### config.mk
export PLATFORM = sky130hd
export DESIGN_NAME = vscale_tap3
export DESIGN_NICKNAME = d
export VERILOG_FILES = /design/src/rtl/vsc_pkg.sv /design/src/rtl/vsc_phase_fsm.sv /design/src/rtl/vsc_coef_sel.sv /design/src/rtl/vsc_mac.sv /design/src/rtl/vscale_tap3.sv
export SDC_FILE = /design/constraint.sdc
export NUM_CORES = 1
export LEC_CHECK = 0
export BUFFER_PORTS_ARGS = -buffer_cell sky130_fd_sc_hd__buf_2
export CORE_MARGIN = 2
export CORE_UTILIZATION = 45
export DETAILED_ROUTE_END_ITERATION = 7
export HOLD_SLACK_MARGIN = 0.08
export PLACE_DENSITY = 0.67
export SYNTH_ARGS = -nofsm -noshare
export SYNTH_HDL_FRONTEND = slang
export SYNTH_SLANG_ARGS = --single-unit
### constraint.sdc
create_clock -name clk -period 6.64 [get_ports clk]
set_input_delay 1.328 -clock clk [delete_from_list [all_inputs] [get_ports clk]]
set_output_delay 1.328 -clock clk [all_outputs]
set_load 0.02 [all_outputs]
### src/rtl/vsc_pkg.sv
package vsc_pkg;
    localparam int PHASES = 5;
    localparam int TAPS   = 3;
    localparam int PH_W   = $clog2(PHASES);

    typedef enum logic [2:0] {
        ST_WAIT = 3'd0,
        ST_P0   = 3'd1,
        ST_P1   = 3'd2,
        ST_P2   = 3'd3,
        ST_P3   = 3'd4,
        ST_P4   = 3'd5
    } phase_st_t;
endpackage

### src/rtl/vsc_phase_fsm.sv
module vsc_phase_fsm
    import vsc_pkg::*;
(
    input  logic            clk,
    input  logic            rst_n,
    input  logic            frame_start,
    input  logic            line_start,
    output phase_st_t       state,
    output logic [PH_W-1:0] phase_idx
);
    phase_st_t nxt;

    always_ff @(posedge clk) begin
        if (!rst_n) state <= ST_WAIT;
        else        state <= nxt;
    end

    always_comb begin
        nxt = state;
        if (frame_start) begin
            nxt = ST_WAIT;
        end else if (line_start) begin
            unique case (state)
                ST_WAIT: nxt = ST_P0;
                ST_P0:   nxt = ST_P1;
                ST_P1:   nxt = ST_P2;
                ST_P2:   nxt = ST_P3;
                ST_P3:   nxt = ST_P4;
                ST_P4:   nxt = ST_P0;
                default: nxt = ST_WAIT;
            endcase
        end
    end

    always_comb begin
        unique case (state)
            ST_WAIT: phase_idx = PH_W'(0);
            ST_P0:   phase_idx = PH_W'(0);
            ST_P1:   phase_idx = PH_W'(1);
            ST_P2:   phase_idx = PH_W'(2);
            ST_P3:   phase_idx = PH_W'(3);
            ST_P4:   phase_idx = PH_W'(4);
            default: phase_idx = PH_W'(0);
        endcase
    end
endmodule

### src/rtl/vsc_coef_sel.sv
module vsc_coef_sel
    import vsc_pkg::*;
#(
    parameter int COEF_W = 10
) (
    input  logic [PHASES*TAPS*COEF_W-1:0] tbl,
    input  logic [PH_W-1:0]               phase_idx,
    output logic [TAPS*COEF_W-1:0]        coefs
);
    logic [PHASES-1:0][TAPS*COEF_W-1:0] rows;

    for (genvar p = 0; p < PHASES; p++) begin : g_row
        assign rows[p] = tbl[p*TAPS*COEF_W +: TAPS*COEF_W];
    end

    always_comb begin
        coefs = rows[0];
        for (int p = 1; p < PHASES; p++) begin
            if (phase_idx == PH_W'(p)) coefs = rows[p];
        end
    end
endmodule

### src/rtl/vsc_mac.sv
module vsc_mac
    import vsc_pkg::*;
#(
    parameter int PIX_W     = 8,
    parameter int COEF_W    = 10,
    parameter int FRAC_BITS = 8
) (
    input  logic                     clk,
    input  logic                     rst_n,
    input  logic                     in_valid,
    input  logic [TAPS*PIX_W-1:0]    pix,
    input  logic [TAPS*COEF_W-1:0]   coefs,
    output logic                     mid_valid,
    output logic                     out_valid,
    output logic [PIX_W-1:0]         pix_out
);
    localparam int PROD_W = PIX_W + 1 + COEF_W;
    localparam int SUM_W  = PROD_W + $clog2(TAPS) + 1;
    localparam int ROUND  = 1 << (FRAC_BITS - 1);
    localparam logic signed [SUM_W-1:0] MAXV = SUM_W'((1 << PIX_W) - 1);

    logic signed [PROD_W-1:0] prod [TAPS];
    logic signed [SUM_W-1:0]  sum, rnd, shifted;
    logic [PIX_W-1:0]         clamped;

    for (genvar t = 0; t < TAPS; t++) begin : g_tap
        logic signed [PIX_W:0]    px_s;
        logic signed [COEF_W-1:0] cf_s;
        assign px_s = $signed({1'b0, pix[t*PIX_W +: PIX_W]});
        assign cf_s = $signed(coefs[t*COEF_W +: COEF_W]);
        always_ff @(posedge clk) begin
            if (!rst_n)        prod[t] <= '0;
            else if (in_valid) prod[t] <= px_s * cf_s;
        end
    end

    always_ff @(posedge clk) begin
        if (!rst_n) mid_valid <= 1'b0;
        else        mid_valid <= in_valid;
    end

    always_comb begin
        sum = '0;
        for (int t = 0; t < TAPS; t++) sum = sum + SUM_W'(prod[t]);
        rnd     = sum + SUM_W'(ROUND);
        shifted = rnd >>> FRAC_BITS;
        if (shifted < 0)         clamped = '0;
        else if (shifted > MAXV) clamped = '1;
        else                     clamped = shifted[PIX_W-1:0];
    end

    always_ff @(posedge clk) begin
        if (!rst_n) begin
            out_valid <= 1'b0;
            pix_out   <= '0;
        end else begin
            out_valid <= mid_valid;
            if (mid_valid) pix_out <= clamped;
        end
    end
endmodule

### src/rtl/vscale_tap3.sv
module vscale_tap3
    import vsc_pkg::*;
#(
    parameter int PIX_W     = 8,
    parameter int COEF_W    = 10,
    parameter int FRAC_BITS = 8
) (
    input  logic                             clk,
    input  logic                             rst_n,
    input  logic                             frame_start,
    input  logic                             line_start,
    input  logic [PHASES*TAPS*COEF_W-1:0]    coef_tbl,
    input  logic                             in_valid,
    input  logic [PIX_W-1:0]                 pix_a,
    input  logic [PIX_W-1:0]                 pix_b,
    input  logic [PIX_W-1:0]                 pix_c,
    output logic                             out_valid,
    output logic [PIX_W-1:0]                 pix_out
);
    phase_st_t               phase_state;
    logic [PH_W-1:0]         phase_idx;
    logic [TAPS*COEF_W-1:0]  coefs;
    logic                    mid_valid;

    vsc_phase_fsm u_fsm (
        .clk         (clk),
        .rst_n       (rst_n),
        .frame_start (frame_start),
        .line_start  (line_start),
        .state       (phase_state),
        .phase_idx   (phase_idx)
    );

    vsc_coef_sel #(.COEF_W(COEF_W)) u_sel (
        .tbl       (coef_tbl),
        .phase_idx (phase_idx),
        .coefs     (coefs)
    );

    vsc_mac #(.PIX_W(PIX_W), .COEF_W(COEF_W), .FRAC_BITS(FRAC_BITS)) u_mac (
        .clk       (clk),
        .rst_n     (rst_n),
        .in_valid  (in_valid),
        .pix       ({pix_c, pix_b, pix_a}),
        .coefs     (coefs),
        .mid_valid (mid_valid),
        .out_valid (out_valid),
        .pix_out   (pix_out)
    );
endmodule

# Word level (Yosys, flattened, before mapping)
# Memory sizes are Yosys's and may differ from the RTL's.
# Cells that the tools add are included.
[word_totals]
mem_bits_rw = 57
wordCells = 44
input_bits = 179
ff_bits = 13
mem_count = 1
out_inout_bits = 9
[classes]
addsub = 3
n_eq_ne = 9
n_bitwise = 4
order_cmp = 2
reduce_logical = 3
muxes = 15
multipliers = 3
[memory_table]
columns = ["name", "depth", "word_bits", "rd", "rd_ports_with_merged_regs", "wr", "line_no", "text"]
rows = [
  ["u_mac.prod", 3, 19, 3, 0, 3, "vsc_mac.sv:22", "logic signed [PROD_W-1:0] prod [TAPS];"],
]
[op_table]
columns = ["operator", "n"]
rows = [
  ["30-bit 2-to-1 mux", 4],
  ["9-bit by 10-bit multiplier with 19-bit output", 3],
  ["19-bit 2-to-1 mux", 3],
  ["22-bit by 9-bit adder with 22-bit output, second input constant", 1],
  ["20-bit by 19-bit adder with 21-bit output", 1],
  ["19-bit by 19-bit adder with 20-bit output", 1],
  ["8-bit 2-to-1 mux", 2],
  ["3-bit case mux with 5 select lines", 1],
  ["14-bit by 9-bit greater-than comparator with 1-bit output, second input constant", 1],
  ["14-bit by 1-bit < comparator with 1-bit output, second input constant", 1],
  ["3-bit by 2-bit == test with 1-bit output, second input constant", 4],
  ["3-bit case mux with 4 select lines", 1],
  ["3-bit == test, second input constant", 3],
  ["3-bit by 1-bit == test with 1-bit output, second input constant", 2],
  ["1-bit 2-to-1 mux", 4],
  ["2-bit OR reduction", 2],
  ["3-bit zero test", 1],
  ["1-bit OR", 3],
  ["1-bit NOT", 1],
]

# Longest topological paths before layout
[logic_depth]
word_depth = 9
mapped_depth = 28
depth_no_buf = 25

# Cells and area by module
# From an unflattened synthesis, not the netlist that was laid out.
[hier_totals]
cells_unflattened = 1659
hier_area_um2 = 14846.7
[by_module_without_submodules]
columns = ["mod", "seq_area_each_um2", "cells_each", "area_each_um2", "instances"]
rows = [
  ["vsc_mac", 1911.8, 1393, 13025.0, 1],
  ["vsc_coef_sel", 0.0, 245, 1621.6, 1],
  ["vsc_phase_fsm", 60.1, 21, 200.2, 1],
]

# Worst setup path after synthesis
# No wires, ideal clock.
[synth_path]
path_type = "input to register"
from = "in coef_tbl[63]"
to = "mem u_mac.prod[0][18] (netlist bit), data pin"
setup_time_ps = 266
required_time_ps = 6374
path_buffers = 0
cell_stages = 22
t_arrival_ps = 5993
setup_slack_ps = 382
cell_sequence = "mux2i_1 > a211oi_1 > a21oi_1 > nand2b_1 > fa_1 > inv_1 > fa_1 > ha_1 > inv_1 > fa_1 > inv_1 > fa_1 > a21o_1 > a21oi_1 > o21bai_1 > a21oi_1 > o21bai_1 > a41o_1 > o41a_1 > a31oi_1 > xnor2_1 > nor2_1"
[synth_lines]
columns = ["item", "line_no", "text"]
rows = [
  ["from (decl)", "vscale_tap3.sv:12", "input logic [PHASES*TAPS*COEF_W-1:0] coef_tbl,"],
  ["to (decl)", "vsc_mac.sv:22", ""],
]

==> run metrics <==
Max-Slew Margin vs Limit 0.361; clock share of power 0.074; Clock Pin Slew Worst Setup and Hold Paths 0.06 ns; Final Cycle Share 0.944; Die X-Extent 185 µm; Cell Pwr Density 395 nW/µm²; CORE AREA 32400 µm²; Logic pwr share 0.814; total negative slack 0 ns; Worst IR Drop VDD 0.249 mV; startpoint type of the worst setup path input port; Fin Hold WS 0.479 ns; Max FO, Critical Path 7; vias in the first global route 11900; setup violators final 0; worst slew pin tran 0.959 ns; maximum clock frequency 159 MHz; Initial Utilization 0.455; Critical Path Sink Type flip-flop; leading cell type in the layout, fill and taps excluded inv_1; cells along the critical path buf_2 > mux2i_1 > a211oi_1 > a21oi_1 > buf_4 > nand2b_1 > fa_1 > inv_1 > fa_1 > ha_1 > inv_1 > fa_1 > inv_1 > fa_1 > a21o_1 > a21oi_1 > o21bai_1 > a21oi_1 > o21bai_1 > a41o_1 > o41a_1 > a31oi_1 > xnor2_1 > nor2_1; status complete, no violations; htree depth 3; Critical Path RT 6.72 ns; WL per Instance 13.9 µm; CP Data Arrival Time 6.35 ns; Reg2Reg Depth 24; remaining antenna violation count 0; GR Util All Layers 0.204; Seq/Total Area, Yosys 0.134; initial antenna violation count 3; die span in y 185 µm; maximum clock path buffer count 2; critical path's slowest cell fa_1; largest net degree at the start of global routing 96; hold path endpoint u_mac.pix_out[4]$_SDFFE_PN0P_; gpl congestion 0.876; WHS Path Cells 1; Synth Register Bits 70; drt first pass iters 5; DR iter-0 viols 493; RSZ-0062 raised after global routing false; post-synthesis cell area 14700 µm²; WS Path Type in -> reg; row count 66; syn_area_per_cell 8.61 µm²; P_sw 3.28 mW; CTS tree yes; CP bufs+invs 5; proportion of netlist area held by the largest area contributor 0.293; Nets 2435; min-delay worst type reg -> reg; num ports 188; Area growth syn-to-layout 13.6%; most frequent cells in the layout inv_1, fa_1, nand2_1, buf_2, ha_1; CTS root buffer clkbuf_16; die area 34200 µm²; DP Area 16400 µm²; CTS Buf Count 9; fin crit period 6.27 ns; number of distinct library cells after synthesis 64; layout cells sized above 1 0.147; Overflow after GRT 0; Synth area leaders fa_1, edfxtp_1, ha_1, inv_1, nand2_1; Ys Warns 0; reg2reg setup slack 0.53 ns; Final Hold Fails 0; EDFF count, synth 57; cell area after layout 16800 µm²; cell taking the most area after synthesis fa_1; CP most frequent cell fa_1; switching share of power 0.496; critical path's largest stage delay 0.52 ns; vias per std cell 4.90; total chip power 6.61 mW; number of max-cap violations 0; Reg-to-Reg Start u_fsm.state[1]$_SDFFE_PP0P_; I/O Buffers 187; Top Family by Delay on Critical Path adder cells; leak pwr 8.45 nW; HP Start u_mac.pix_out[4]$_SDFFE_PN0P_; Syn Inst Count 1713; clk sink count 70; RR Endpoint u_mac.prod[0][18]$_SDFFCE_PN0P_; Skew-Pair Late Insertion Delay 0.34 ns; DR vias 11500; Final Skew 0.0120 ns; cell internal pwr 3.33 mW; global-route wire length before repair 56200 µm; DRC viols 0; detailed-placement wirelength estimate 28600 µm; Post-CTS Hold Buffers 0; fin. max-slew vios 0; Routed Wire Length 32700 µm; syn_nets 2242; Top FF cell, synth edfxtp_1; Reg power frac 0.112; asr flop ratio synth 0
==> layout make-up <==
| type | count | area [µm²] |
|---|---|---|
| fillers | 3072 | 15600 |
| multi-input cells | 1201 | 11100 |
| flip-flops and latches | 70 | 1980 |
| inverters | 383 | 1440 |
| repair buffers | 241 | 1370 |
| well taps | 442 | 553 |
| clock buffers | 10 | 229 |
| clock inverters | 6 | 68.8 |
| diodes | 2 | 5.00 |
==> flip-flops by register name (all words and copies together) (netlist names) <==
| register | cells |
|---|---|
| u_mac.prod | 57 |
| u_mac.pix_out | 8 |
| u_mac.out_valid | 1 |
| u_fsm.state | 3 |
| u_mac.mid_valid | 1 |
==> how the worst max path moves through the flow <==
stage	depth (start not counted)	end	slack, ns	from
global placement	24	u_mac.prod[0][18]$_SDFFCE_PN0P_	0.09	coef_tbl[64]
global route	27	u_mac.prod[1][18]$_SDFFCE_PN0P_	0.04	u_fsm.state[1]$_SDFFE_PP0P_
CTS	24	u_mac.prod[0][18]$_SDFFCE_PN0P_	0.35	coef_tbl[63]
detailed placement	24	u_mac.prod[0][18]$_SDFFCE_PN0P_	0.01	coef_tbl[63]
finish	24	u_mac.prod[0][18]$_SDFFCE_PN0P_	0.37	coef_tbl[63]
floorplan	22	u_mac.prod[0][18]$_SDFFCE_PN0P_	0.38	coef_tbl[63]
==> metrics by stage <==
stage,cells,setup WS [ns],util
3_5_place_dp,2337,0.0126,0.508
4_1_cts,2353,0.350,0.517
5_1_grt,2354,0.0387,0.517
6_report,2355,0.369,0.518
3_3_place_gp,2337,0.0903,0.508
2_1_floorplan,1713,0.382,-
==> routing by layer <==
metal / wire, µm / up-vias / share of wire / track usage
met1: 15000 / 5513 / 0.46 / 0.275
met2: 15800 / 217 / 0.48 / 0.354
met5: 13 / - / 0.00040 / 0
met3: 1280 / 37 / 0.039 / 0.0220
li1: - / 5766 / - / -
met4: 594 / 2 / 0.018 / 0.0454
==> cell usage after synthesis (all sizes together), types with 18 or more instances <==
master,count
nor2b,77
xnor2,48
nand2b,28
a21oi,64
fa,216
clkbuf,38
and3,18
buf,21
inv,383
o21ai,93
nand2,194
mux2i,62
nor2,66
edfxtp,57
ha,134
and2,52
==> kinds of logic (layout without fill, tap and decap cells) <==
group                    after synthesis  after routing  share of synthesized area
adder cells (fa/ha/maj)              350            350                      0.407
buffers and inverters                442            640                      0.113
other                                  0              2                          0
flip-flops                            70             70                      0.134
multiplexers                          63             63                     0.0437
XOR/XNOR                              64             64                     0.0385
AO/OA/AOI/OAI                        238            238                      0.101
AND/OR/NAND/NOR                      486            486                      0.163
==> power by group through the flow <==
stage          registers, mW  logic, mW  clock network (mW)
2_1_floorplan          0.733       4.17                   0
3_5_place_dp           0.746       5.37                   0
6_report               0.737       5.38               0.491
5_1_grt                0.752       6.18               0.522
3_3_place_gp           0.743       5.25                   0
4_1_cts                0.739       5.42               0.500
==> worst reg2reg max path: stages, from the launching register on <==
cell and delay [ns]:
dfxtp_4 0.84, buf_4 0.30, nor2_1 0.06, a211oi_1 0.20, a21oi_1 0.06, buf_4 0.17
nand2b_1 0.17, fa_1 0.40, inv_1 0.08, fa_1 0.41, ha_1 0.30, inv_1 0.05
fa_1 0.52, inv_1 0.07, fa_1 0.45, a21o_1 0.18, a21oi_1 0.20, o21bai_1 0.09
a21oi_1 0.19, o21bai_1 0.11, a41o_1 0.26, o41a_1 0.33, a31oi_1 0.21, xnor2_1 0.14
nor2_1 0.06
==> what timing repair did <==
action,in CTS,in global routing
setup buffers,0,0
endpoints found under the setup margin,0,1
resized for setup,0,1
Note: power is estimated with default switching activity, not from simulation.
